<file path="config.mk">
export PLATFORM = sky130hd
export DESIGN_NAME = stream_descrambler
export DESIGN_NICKNAME = d
export VERILOG_FILES = /design/src/rtl/descr_pkg.sv /design/src/rtl/descr_datapath.sv /design/src/rtl/descr_control.sv /design/src/rtl/stream_descrambler.sv
export SDC_FILE = /design/constraint.sdc
export NUM_CORES = 1
export LEC_CHECK = 0
export ABC_AREA = 1
export BUFFER_PORTS_ARGS = -buffer_cell sky130_fd_sc_hd__buf_2
export CAP_MARGIN = 5
export CORE_MARGIN = 10
export CORE_UTILIZATION = 58
export DETAILED_ROUTE_END_ITERATION = 16
export PLACE_DENSITY = 0.76
export SLEW_MARGIN = 20
export SYNTH_ARGS = -nofsm -noshare
export SYNTH_HDL_FRONTEND = slang
export SYNTH_SLANG_ARGS = --single-unit
</file>
<file path="constraint.sdc">
create_clock -name clk -period 1.4 [get_ports clk]
set_input_delay 0.35 -clock clk [delete_from_list [all_inputs] [get_ports clk]]
set_output_delay 0.35 -clock clk [all_outputs]
set_load 0.01 [all_outputs]
</file>
<file path="src/rtl/descr_pkg.sv">
package descr_pkg;

  typedef enum logic [1:0] {
    MODE_TX  = 2'b00,
    MODE_FX  = 2'b01,
    MODE_10T = 2'b10,
    MODE_RSV = 2'b11
  } phyMode_e;

  // strobes from control to datapath, acted on only with bitValid
  typedef struct packed {
    logic bypass;   // pass bit through, clear register
    logic acquire;  // shift inverted received bit
    logic track;    // shift own key bit
    logic wipe;     // clear register after loss of lock
  } dpCtl_t;

endpackage

</file>
<file path="src/rtl/descr_datapath.sv">
module descr_datapath
  import descr_pkg::*;
#(
  parameter int LFSR_W = 11,
  parameter int TAP_HI = 11,
  parameter int TAP_LO = 9
) (
  input  logic   clk,
  input  logic   rstN,
  input  logic   bitValid,
  input  logic   bitIn,
  input  dpCtl_t ctl,
  output logic   keyBit,
  output logic   bitOut
);

  localparam int HI_IDX = TAP_HI - 1;
  localparam int LO_IDX = TAP_LO - 1;

  logic [LFSR_W-1:0] lfsr;
  logic [LFSR_W-1:0] lfsrNext;

  assign keyBit = lfsr[HI_IDX] ^ lfsr[LO_IDX];

  always_comb begin
    lfsrNext = lfsr;
    if (ctl.bypass || ctl.wipe) begin
      lfsrNext = '0;
    end else if (ctl.acquire) begin
      lfsrNext = {lfsr[LFSR_W-2:0], ~bitIn};
    end else if (ctl.track) begin
      lfsrNext = {lfsr[LFSR_W-2:0], keyBit};
    end
  end

  always_ff @(posedge clk) begin
    if (!rstN) begin
      lfsr   <= '0;
      bitOut <= 1'b0;
    end else if (bitValid) begin
      lfsr   <= lfsrNext;
      bitOut <= ctl.bypass ? bitIn : (bitIn ^ keyBit);
    end
  end

endmodule

</file>
<file path="src/rtl/descr_control.sv">
module descr_control
  import descr_pkg::*;
#(
  parameter int LOCK_RUN  = 30,
  parameter int ERR_LIMIT = 64
) (
  input  logic       clk,
  input  logic       rstN,
  input  logic       bitValid,
  input  logic       bitIn,
  input  logic       keyBit,
  input  logic       rxDv,
  input  logic       codeErr,
  input  logic [1:0] mode,
  output dpCtl_t     ctl,
  output logic       locked
);

  localparam int RUN_W = $clog2(LOCK_RUN + 1);
  localparam int ERR_W = $clog2(ERR_LIMIT + 1);
  localparam logic [RUN_W-1:0] RUN_LAST = RUN_W'(LOCK_RUN - 1);
  localparam logic [ERR_W-1:0] ERR_TOP  = ERR_W'(ERR_LIMIT);

  logic [RUN_W-1:0] runCnt;
  logic [ERR_W-1:0] errCnt;
  logic isTx, match, errHit, lossNow;

  assign isTx    = (mode == MODE_TX);
  assign match   = (keyBit == ~bitIn);
  assign errHit  = rxDv && codeErr;
  assign lossNow = isTx && locked && errHit && (errCnt == ERR_TOP);

  assign ctl.bypass  = !isTx;
  assign ctl.acquire = isTx && !locked;
  assign ctl.track   = isTx && locked && !lossNow;
  assign ctl.wipe    = lossNow;

  always_ff @(posedge clk) begin
    if (!rstN) begin
      locked <= 1'b0;
      runCnt <= '0;
      errCnt <= '0;
    end else if (bitValid) begin
      if (!isTx) begin
        locked <= 1'b0;
        runCnt <= '0;
        errCnt <= '0;
      end else if (!locked) begin
        errCnt <= '0;
        if (!match) begin
          runCnt <= '0;
        end else if (runCnt == RUN_LAST) begin
          locked <= 1'b1;
          runCnt <= '0;
        end else begin
          runCnt <= runCnt + 1'b1;
        end
      end else if (!errHit) begin
        errCnt <= '0;
      end else if (lossNow) begin
        locked <= 1'b0;
        errCnt <= '0;
        runCnt <= '0;
      end else begin
        errCnt <= errCnt + 1'b1;
      end
    end
  end

endmodule

</file>
<file path="src/rtl/stream_descrambler.sv">
module stream_descrambler
  import descr_pkg::*;
#(
  parameter int LFSR_W    = 11,
  parameter int TAP_HI    = 11,
  parameter int TAP_LO    = 9,
  parameter int LOCK_RUN  = 30,
  parameter int ERR_LIMIT = 64
) (
  input  logic       clk,
  input  logic       rstN,
  input  logic       bitValid,
  input  logic       bitIn,
  input  logic       rxDv,
  input  logic       codeErr,
  input  logic [1:0] mode,
  output logic       bitOut,
  output logic       locked
);

  dpCtl_t dpCtl;
  logic   keyBit;

  descr_control #(
    .LOCK_RUN (LOCK_RUN),
    .ERR_LIMIT(ERR_LIMIT)
  ) u_ctrl (
    .clk     (clk),
    .rstN    (rstN),
    .bitValid(bitValid),
    .bitIn   (bitIn),
    .keyBit  (keyBit),
    .rxDv    (rxDv),
    .codeErr (codeErr),
    .mode    (mode),
    .ctl     (dpCtl),
    .locked  (locked)
  );

  descr_datapath #(
    .LFSR_W(LFSR_W),
    .TAP_HI(TAP_HI),
    .TAP_LO(TAP_LO)
  ) u_dp (
    .clk     (clk),
    .rstN    (rstN),
    .bitValid(bitValid),
    .bitIn   (bitIn),
    .ctl     (dpCtl),
    .keyBit  (keyBit),
    .bitOut  (bitOut)
  );

endmodule

</file>
==> out/results.ini <==
[worst_setup_path]
crit_path_frequent_cell=nand2_2
reg2reg_from=u_ctrl.errCnt[2]$_SDFFE_PN0P_
path_cells=nor2_2, nand2_4, nor2_4, nand2_2, nand2_2, nand2_2, buf_12, nand2_8, nor2_1
required_ns=1.63
critical_path_arrival_ns=1.58
crit_fanout=6
crit_path_start=u_ctrl.errCnt[2]$_SDFFE_PN0P_
cp.depth=9
cp-start-kind=register
worst-path-buf-inv=1
slowest_delay_ns=0.37
end_kind=register
critical_path.top_delay_family=simple AND/OR/NAND/NOR gates
crit_type=reg -> reg
crit_slowest_cell=dfxtp_1
reg2regPathDepth=9

[sta]
fin_tns_setup_ns=0
tightest_slew_ns=0.278
finalCriticalPeriod_ns=1.34
final.period_utilization_pct=96.0
setup_viol=0
slew_violations=0
fmax_mhz=744
fin_skew_ns=0.00784
final_hold_viol_count=0
slew_headroom_pct=81.4

[cts]
cts_made_buffers=3
cts_htree_levels=1
clk_pin_slew_ns=0.13
clkLatencyLatePin_ns=0.32
cts_tree=yes
ctsRootBufferMaster=clkbuf_4
clockBufferDepth=2
cts_num_sinks=25

[placement]
hpwl_um=1860
gp_congestion=0.789
io_buffers=9
place_area_sq_um=1350

[yosys]
yosys_warnings=0
yosysTopAreaCell=dfxtp_1
synthTopCellsByArea=dfxtp_1, nor2_1, nand2_1
synth_top_cell_area_share_pct=39.3
ys_types=25
synth-seq-area-share_pct=39.3
syn_area_per_cell_sq_um=7.01
syn_inst=182
yosys_register_bits=25
synth_nets=194
syn_area_sq_um=1270

[routing]
ant_nets=0
via_count=1198
drt_iter0_markers=119
dr.pass1.iters=4
drcViolationCount=0
wire_per_inst_um=12.7
wl_um=2860
viasPerCell=5.30

[min_path]
hp-start=rstN
hold_class=in -> reg
holdPathStages=3

[global_route]
grt_use_total_pct=12.0
antenna_found_initial=0
grt_pass1_wl_um=4350
grt_max_degree=15
gr-total-overflow=0
grt_pass1_vias=1050

[power_and_ir_drop]
p_total_w=0.00129
p_leak_nw=0.650
ir_drop_uv=813
powerDensity_nw_per_um2=825

[finish]
final_common_cell=nor2_1
layout.nets=212
drive_above_1_share_pct=29.6
mostFrequentLayoutCells=nor2_1, nand2_1, dfxtp_1
n_antenna_cell=0
final_area_sq_um=1560
area_growth_pct=22.6
finish.utilization_pct=77.3

[floorplan]
rows=16
dieArea_sq_um=4470
dieHeight_um=66.9
io_pins=10
start_util_pct=63.1
die_w_um=66.9
coreArea_sq_um=2020

[status]
status=complete, no violations

[flow_run]
cap_violations=0

==> synth_stat cells <==
cell	number
ha_1	4
nand3b_1	1
nand4_1	1
o22ai_1	1
nor2_1	49
clkinv_1	1
inv_1	12
clkbuf_1	1
nor3_2	8
nand2_2	4
nor2_2	1
nor3_1	2
dfxtp_1	25
xnor2_1	2
nor2_4	1
inv_2	2
buf_6	1
nand3_1	14
buf_1	1
buf_2	3
xor2_1	3
nand2_1	33
o21ai_1	1
o21ai_0	5
a21oi_1	6
==> flip-flops by register name (all words and copies together), names as in the netlist <==
signal and cells:
u_ctrl.runCnt 5, u_ctrl.errCnt 7, u_ctrl.locked 1, u_dp.bitOut 1, u_dp.lfsr 11
==> timing repair <==
| action | in CTS | in global routing |
|---|---|---|
| setup endpoints to repair | 5 | 17 |
| resized for setup | 2 | 32 |
| pin swaps | 0 | 9 |
| endpoints found under the hold margin | 0 | 0 |
| setup buffers | 0 | 5 |
| hold buffers | 0 | 0 |
| gates cloned | 0 | 1 |
==> worst paths after layout <==
kind	to	slack, ns
worst max-delay path	u_dp.lfsr[0]$_SDFFE_PN0P_	0.06
worst max register to register	u_dp.lfsr[0]$_SDFFE_PN0P_	0.06
worst min register to register	u_dp.lfsr[4]$_SDFFE_PN0P_	0.53
worst min-delay path	u_ctrl.runCnt[4]$_SDFFE_PN0P_	0.39
==> cell type report <==
class                           instances  area [sq um]
Multi-Input combinational cell        137           811
Sequential cell                        25           507
Fill cell                             159           459
Timing Repair Buffer                   18           129
Inverter                               15          56.3
Tap cell                               27          33.8
Clock buffer                            4          26.3
==> kinds of logic after synthesis <==
| kind of cell | share of synthesized area [%] |
|---|---|
| adder cells (fa/ha/maj) | 3.93 |
| XOR/XNOR | 3.44 |
| flip-flops | 39.3 |
| AND/OR/NAND/NOR | 41.1 |
| buffers and inverters | 7.06 |
| AO/OA/AOI/OAI | 5.20 |
==> worst register-to-register path, cell delays in order, from the launching register on <==
cell and delay, ns:
dfxtp_1 0.37, nor2_2 0.17, nand2_4 0.07, nor2_4 0.11, nand2_2 0.08, nand2_2 0.08
nand2_2 0.09, buf_12 0.15, nand2_8 0.09, nor2_1 0.05
==> metrics by stage <==
| step | hold WS [ns] | instances | setup WS, ns |
|---|---|---|---|
| 2_1_floorplan | 0.462 | 182 | 0.179 |
| 4_1_cts | 0.333 | 220 | 0.0353 |
| 3_3_place_gp | 0.473 | 216 | 0.0390 |
| 6_report | 0.388 | 226 | 0.0556 |
| 3_5_place_dp | 0.480 | 216 | -0.0207 |
| 5_1_grt | 0.385 | 226 | -0.0127 |
==> power breakdown <==
group          leakage (nW)  internal (W)  switching [W]  total, W
clock network        0.0150      0.000112       0.000208  0.000320
registers             0.206      0.000737      0.0000191  0.000756
logic                 0.429     0.0000841       0.000128  0.000213
==> routing by layer <==
metal | global-route usage [%] | share of wire (%) | vias up
li1 | - | - | 607
met1 | 14.4 | 43 | 557
met2 | 19.4 | 51 | 27
met3 | 3.18 | 4.4 | 7
met4 | 5.13 | 2.0 | 0
met5 | 0 | 0 | -
(Power assumes the default switching activity.)
